==> src/rtl/thermo_rev_pkg.sv <==
// Shared constants and helpers for the reversible thermometer encoder.
// Assumes gate costs follow the usual two-line primitive accounting.
package thermo_rev_pkg;

    localparam int CNOT_COST    = 1;
    localparam int TOFFOLI_COST = 5;

    // Number of fan-out gates: total count of set bits over the values 1..n.
    function automatic int fanout_terms(input int n, input int bits);
        int s;
        s = 0;
        for (int k = 1; k <= n; k++) begin
            for (int b = 0; b < bits; b++) begin
                if (((k >> b) & 1) == 1) s = s + 1;
            end
        end
        return s;
    endfunction

endpackage

==> src/rtl/rev_cnot.sv <==
// Two-line reversible controlled-NOT: the control passes through and
// the target is XORed with the control. Purely combinational.
module rev_cnot (
    input  logic a_i,
    input  logic b_i,
    output logic p_o,
    output logic q_o
);

    // Control line pass-through.
    assign p_o = a_i;
    // Target line toggled by the control.
    assign q_o = a_i ^ b_i;

endmodule

==> src/rtl/rev_toffoli.sv <==
// Three-line reversible doubly controlled NOT: both controls pass
// through and the target is XORed with their AND. Purely combinational.
module rev_toffoli (
    input  logic a_i,
    input  logic b_i,
    input  logic c_i,
    output logic p_o,
    output logic q_o,
    output logic r_o
);

    // First control pass-through.
    assign p_o = a_i;
    // Second control pass-through.
    assign q_o = b_i;
    // Target toggled by the product of the controls.
    assign r_o = (a_i & b_i) ^ c_i;

endmodule

==> src/rtl/rev_boundary_cell.sv <==
// Boundary detector for one comparator position k below the top.
// It copies comparator k+1 onto a zero ancilla, then a Toffoli gate
// controlled by comparator k and comparator k+1 turns that copy into
// flag = C(k+1) & ~C(k). Assumes the lo_i line still carries the raw
// comparator k value.
module rev_boundary_cell (
    input  logic lo_i,
    input  logic hi_i,
    output logic lo_o,
    output logic hi_o,
    output logic flag_o
);

    logic hi_mid;
    logic hi_copy;

    // Copy the upper comparator onto a constant-zero ancilla.
    rev_cnot copy_g (
        .a_i (hi_i),
        .b_i (1'b0),
        .p_o (hi_mid),
        .q_o (hi_copy)
    );

    // Clear the copy wherever the lower comparator is still high.
    rev_toffoli mask_g (
        .a_i (lo_i),
        .b_i (hi_mid),
        .c_i (hi_copy),
        .p_o (lo_o),
        .q_o (hi_o),
        .r_o (flag_o)
    );

endmodule

==> src/rtl/thermo_rev_encoder.sv <==
// Reversible thermometer-to-binary encoder for a flash converter of
// ADC_BITS bits. One boundary flag is formed per comparator position,
// and each flag is XOR-folded into the output bits set in its index.
// Assumes inverted thermometer input (0 = reference passed). Garbage
// lines are exported so that the full netlist stays observable.
module thermo_rev_encoder #(
    parameter  int ADC_BITS = 3,
    parameter  int CNT_W    = 8,
    localparam int N_CMP    = (1 << ADC_BITS) - 1,
    localparam int N_GARB   = 2 * N_CMP
) (
    input  logic [N_CMP-1:0]    therm_i,
    output logic [ADC_BITS-1:0] code_o,
    output logic [N_GARB-1:0]   garbage_o,
    output logic [CNT_W-1:0]    gate_cnt_o,
    output logic [CNT_W-1:0]    garbage_cnt_o,
    output logic [CNT_W-1:0]    qcost_o
);

    import thermo_rev_pkg::*;

    localparam int FAN_GATES = fanout_terms(N_CMP, ADC_BITS);
    localparam int GATES     = 2 * (N_CMP - 1) + 1 + FAN_GATES;
    localparam int QCOST     = (CNOT_COST + TOFFOLI_COST) * (N_CMP - 1)
                               + CNOT_COST + CNOT_COST * FAN_GATES;

    logic [N_CMP:1]    cline;
    logic [N_CMP:1]    flag;
    logic [ADC_BITS:0] eline [N_CMP:1];
    logic [N_CMP:0]    qacc  [ADC_BITS];

    // Comparator 1 line enters the first boundary cell unchanged.
    assign cline[1] = therm_i[0];

    // Boundary cells for every position below the top comparator.
    for (genvar k = 1; k < N_CMP; k++) begin : g_cell
        rev_boundary_cell cell_i (
            .lo_i   (cline[k]),
            .hi_i   (therm_i[k]),
            .lo_o   (garbage_o[k-1]),
            .hi_o   (cline[k+1]),
            .flag_o (flag[k])
        );
    end

    // Top position: flag is the complement, formed on a constant-one line.
    rev_cnot top_g (
        .a_i (cline[N_CMP]),
        .b_i (1'b1),
        .p_o (garbage_o[N_CMP-1]),
        .q_o (flag[N_CMP])
    );

    // Output accumulators start from constant zero lines.
    for (genvar j = 0; j < ADC_BITS; j++) begin : g_out
        assign qacc[j][0] = 1'b0;
        assign code_o[j]  = qacc[j][N_CMP];
    end

    // Fan each flag out onto the output bits set in its own index.
    for (genvar k = 1; k <= N_CMP; k++) begin : g_fan
        assign eline[k][0] = flag[k];
        for (genvar j = 0; j < ADC_BITS; j++) begin : g_bit
            if (((k >> j) & 1) == 1) begin : g_tap
                rev_cnot tap_i (
                    .a_i (eline[k][j]),
                    .b_i (qacc[j][k-1]),
                    .p_o (eline[k][j+1]),
                    .q_o (qacc[j][k])
                );
            end else begin : g_skip
                assign eline[k][j+1] = eline[k][j];
                assign qacc[j][k]    = qacc[j][k-1];
            end
        end
        assign garbage_o[N_CMP+k-1] = eline[k][ADC_BITS];
    end

    // Netlist totals derived from the parameter.
    assign gate_cnt_o    = CNT_W'(GATES);
    assign garbage_cnt_o = CNT_W'(N_GARB);
    assign qcost_o       = CNT_W'(QCOST);

endmodule

==> config.mk <==
export PLATFORM = sky130hd
export DESIGN_NAME = thermo_rev_encoder
export DESIGN_NICKNAME = d
export VERILOG_FILES = /design/src/rtl/thermo_rev_pkg.sv /design/src/rtl/rev_cnot.sv /design/src/rtl/rev_toffoli.sv /design/src/rtl/rev_boundary_cell.sv /design/src/rtl/thermo_rev_encoder.sv
export SDC_FILE = /design/constraint.sdc
export NUM_CORES = 1
export LEC_CHECK = 0
export BUFFER_PORTS_ARGS = -buffer_cell sky130_fd_sc_hd__buf_2
export CORE_UTILIZATION = 49
export DETAILED_ROUTE_END_ITERATION = 8
export PLACE_DENSITY_LB_ADDON = 0.05
export SYNTH_ARGS = -nofsm -noshare
export SYNTH_HDL_FRONTEND = slang
export SYNTH_HIERARCHICAL = 1
export SYNTH_SLANG_ARGS = --single-unit
==> constraint.sdc <==
create_clock -name vclk -period 4.2
set_input_delay 0.21 -clock vclk [all_inputs]
set_output_delay 0.21 -clock vclk [all_outputs]
set_load 0.05 [all_outputs]
# Yosys cells after proc, flatten, opt, wreduce, memory -nomap -nowiden
# Cells that the tools add are included.
[word_totals] in_bits=7 out_inout_bits=41 register_bits=0 word_cells=22
[op_classes] bitwise=22
[ops] operator="1-bit XOR" count=15
[ops] operator="1-bit AND" count=6
[ops] operator="1-bit NOT" count=1

# Logic depth before layout (Yosys ltp)
[logic_depth] ltp_word=5 ltp_mapped=9 depth_no_buf=6

# Cells and area by module
# Netlist, hierarchy kept.
[by_module_without_submodules] module="rev_cnot" area_each_um2=16.3 seq_area_each_um2=0.0 n_inst=19 cells_per_inst=2
[by_module_without_submodules] module="thermo_rev_encoder" area_each_um2=262.8 seq_area_each_um2=0.0 n_inst=1 cells_per_inst=36
[by_module_without_submodules] module="rev_toffoli" area_each_um2=27.5 seq_area_each_um2=0.0 n_inst=6 cells_per_inst=4
[by_module_without_submodules] module="rev_boundary_cell" area_each_um2=3.8 seq_area_each_um2=0.0 n_inst=6 cells_per_inst=1

# Worst setup path before layout
# OpenSTA, ideal clock, no wires.
[synth_path] path_kind="input to output" from="input port therm_i[1]" to="output port code_o[1]" n_path_buf=3 slack_ns=2.451 required_time_ns=3.990 stages=9 arrival_time_ns=1.539 path_cell_list="buf_4 > buf_4 > nand2_1 > xnor2_1 > xor2_1 > xor2_1 > xor2_1 > xor2_1 > buf_4"
[synth_rtl] item="start: declaration" line_no="thermo_rev_encoder.sv:12" source="input logic [N_CMP-1:0] therm_i,"
[synth_rtl] item="end: declaration" line_no="thermo_rev_encoder.sv:13" source="output logic [ADC_BITS-1:0] code_o,"

==> metrics.txt <==
# TYPE chip_impl_metric gauge
chip_impl_metric{name="cts.hold.buffers_added",unit=""} 0
chip_impl_metric{name="grt_use_met2",unit=""} 0.1172
chip_impl_metric{name="first_global_vias",unit=""} 200
chip_impl_info{name="setup.worst_path.end_class",value="output port"} 1
chip_impl_metric{name="final.clkbuf_count",unit=""} 0
chip_impl_metric{name="ys_types",unit=""} 5
chip_impl_metric{name="first_pass_grt_wire_length",unit="µm"} 710
chip_impl_metric{name="die_height",unit="µm"} 41.37
chip_impl_metric{name="buffer_ports.inserted",unit=""} 24
chip_impl_metric{name="grtUsageMet3",unit=""} 0
chip_impl_metric{name="core.rowCount",unit=""} 13
chip_impl_metric{name="detailroute.via_count",unit=""} 334
chip_impl_metric{name="power_density",unit="nW/µm²"} 499.0
chip_impl_metric{name="count_of_inserted_antenna_diode_cells",unit=""} 0
chip_impl_metric{name="fin_tns_setup",unit="ns"} 0
chip_impl_metric{name="core_box_area",unit="µm²"} 1366
chip_impl_info{name="grt.busiest_layer",value="met2"} 1
chip_impl_metric{name="crit_fanout",unit=""} 4
chip_impl_info{name="rsz0062_at_grt",value="false"} 1
chip_impl_metric{name="drtPass1Iterations",unit=""} 1
chip_impl_metric{name="initial_utilization",unit=""} 0.5559
chip_impl_metric{name="seq_area_frac_synth",unit=""} 0
chip_impl_metric{name="drt-total-wl",unit="µm"} 570
chip_impl_metric{name="sequentialPowerShare",unit=""} 0
chip_impl_metric{name="cell_internal_pwr",unit="W"} 0.00005060
chip_impl_metric{name="final_net_count",unit=""} 98
chip_impl_metric{name="syn-mean-instance-area",unit="µm²"} 7.303
chip_impl_metric{name="synth_top_area_frac",unit=""} 0.6425
chip_impl_metric{name="layout_min_cycle_time",unit="ns"} 1.905
chip_impl_metric{name="nFlopsAndLatches",unit=""} 0
chip_impl_metric{name="global_route.usage.total",unit=""} 0.05727
chip_impl_metric{name="clkPwrFrac",unit=""} 0
chip_impl_metric{name="grt_remaining_overflow",unit=""} 0
chip_impl_metric{name="final_min_period_over_clock_period",unit=""} 0.4535
chip_impl_metric{name="finalMaxSlewViolations",unit=""} 0
chip_impl_metric{name="die_x",unit="µm"} 41.37
chip_impl_metric{name="syn_inst",unit=""} 104
chip_impl_info{name="cell_with_the_most_instances_after_synthesis",value="sky130_fd_sc_hd__buf_4"} 1
chip_impl_info{name="startpoint_type",value="input port"} 1
chip_impl_info{name="netlist.top_cell.by_area",value="sky130_fd_sc_hd__buf_4"} 1
chip_impl_metric{name="placed_area",unit="µm²"} 508.0
chip_impl_metric{name="ioPinCount",unit=""} 48
chip_impl_metric{name="syn2layout_area_growth",unit="%"} -33.11
chip_impl_metric{name="number_of_setup_buffers_added_after_cts",unit=""} 0
chip_impl_metric{name="drt_first_iter_violations",unit=""} 0
chip_impl_metric{name="drc",unit=""} 0
chip_impl_metric{name="number_of_antenna_violations_at_the_first_check_in_global_routing",unit=""} 0
chip_impl_metric{name="finalSetupViolCount",unit=""} 0
chip_impl_metric{name="register_area",unit="µm²"} 0
chip_impl_info{name="path_class",value="in2out"} 1
chip_impl_metric{name="hold_viol",unit=""} 0
chip_impl_metric{name="cap_viol_max_count",unit=""} 0
chip_impl_metric{name="syn_area",unit="µm²"} 759.5
chip_impl_info{name="run_status",value="finished clean"} 1
chip_impl_metric{name="grt_use_met1",unit=""} 0.06962
chip_impl_metric{name="vias_per_inst",unit=""} 3.212
chip_impl_info{name="synth_top_cells_by_count",value="sky130_fd_sc_hd__buf_4 (65), sky130_fd_sc_hd__xor2_1 (19), sky130_fd_sc_hd__conb_1 (8)"} 1
chip_impl_metric{name="detailed_place_hpwl",unit="µm"} 563.8
chip_impl_metric{name="peakVddDrop",unit="mV"} 0.1470
chip_impl_metric{name="yosysWarningCount",unit=""} 6
chip_impl_metric{name="critPathArrivalTime",unit="ns"} 1.69
chip_impl_metric{name="netSwitchingPower",unit="W"} 0.0002029
chip_impl_info{name="ys_top_cells_by_area",value="sky130_fd_sc_hd__buf_4 (64%), sky130_fd_sc_hd__xor2_1 (22%), sky130_fd_sc_hd__xnor2_1 (6.9%)"} 1
chip_impl_metric{name="layout.cell_area.non_filler",unit="µm²"} 508.0
chip_impl_metric{name="ant_nets",unit=""} 0
chip_impl_metric{name="pwr-share-comb",unit=""} 1.000
chip_impl_metric{name="post_cts_resized",unit=""} 0
chip_impl_metric{name="max_freq",unit="GHz"} 0.5250
chip_impl_metric{name="gpl.final_weighted_congestion",unit=""} 0.6189
chip_impl_metric{name="drive_gt1_frac",unit=""} 0.2697
chip_impl_metric{name="static-leakage-power",unit="nW"} 0.3131
chip_impl_metric{name="die-area",unit="µm²"} 1711
chip_impl_metric{name="switching_share",unit=""} 0.8004
chip_impl_metric{name="routedWlPerCell",unit="µm"} 5.481
chip_impl_metric{name="grt_max_degree",unit=""} 5
chip_impl_metric{name="cp.required",unit="ns"} 3.99
chip_impl_info{name="min_path_type",value="in2out"} 1
==> kinds of logic (layout without fill, tap and decap cells) <==
family,Yosys count,in the layout,synth area share
buffers and inverters,65,24,0.6425
xor gates and xnor gates,25,25,0.2883
other,8,34,0.03954
and+or+nand+nor,6,6,0.02965
==> per-layer routing <==
metal,part of all wire,up-vias,wire (µm)
met5,0,-,0
met4,0,0,0
met3,0.15,0,88
met2,0.48,30,276
met1,0.36,129,205
li1,-,175,-
==> power by group through the flow <==
stage          clock network [W]  logic [W]  registers (W)
6_report                       0   0.000254              0
5_1_grt                        0   0.000270              0
4_1_cts                        0   0.000255              0
3_5_place_dp                   0   0.000255              0
3_3_place_gp                   0   0.000254              0
2_1_floorplan                  0   0.000311              0
==> layout make-up <==
cell class	instances	area [µm²]
multi-input cells	65	369.1
fillers	158	858.3
well taps	15	18.77
repair buffers	24	120.1
==> path summary, 6_finish.rpt <==
check | from | to | slack (ns) | cells past startpoint
max | therm_i[1] | code_o[0] | 2.30 | 8
min | therm_i[0] | garbage_o[0] | 0.72 | 2
==> metrics by stage <==
stage	hold WS (ns)	util	worst slack (ns)	cells	total power, W
CTS	0.7242	0.3718	2.266	104	0.0002554
detailed placement	0.7238	0.3718	2.271	104	0.0002553
global route	0.7276	0.3718	2.157	104	0.0002697
global placement	0.7235	0.3718	2.274	104	0.0002543
finish	0.7233	0.3718	2.295	104	0.0002535
floorplan	0.5871	-	2.451	130	0.0003110
==> layout by cell type, fill, tap and decap left out <==
| cell | Yosys | routed |
|---|---|---|
| sky130_fd_sc_hd__conb_1 | 8 | 34 |
| sky130_fd_sc_hd__buf_2 | 0 | 24 |
| sky130_fd_sc_hd__xor2_1 | 19 | 19 |
| sky130_fd_sc_hd__nand2_1 | 6 | 6 |
| sky130_fd_sc_hd__xnor2_1 | 6 | 6 |
==> worst max-delay path: stages <==
cell	delay (ns)
sky130_fd_sc_hd__buf_2	0.12
sky130_fd_sc_hd__xor2_1	0.15
sky130_fd_sc_hd__xnor2_1	0.23
sky130_fd_sc_hd__xor2_1	0.19
sky130_fd_sc_hd__xor2_1	0.18
sky130_fd_sc_hd__xor2_1	0.19
sky130_fd_sc_hd__xor2_1	0.15
sky130_fd_sc_hd__buf_2	0.27
(Power assumes the default switching activity.)
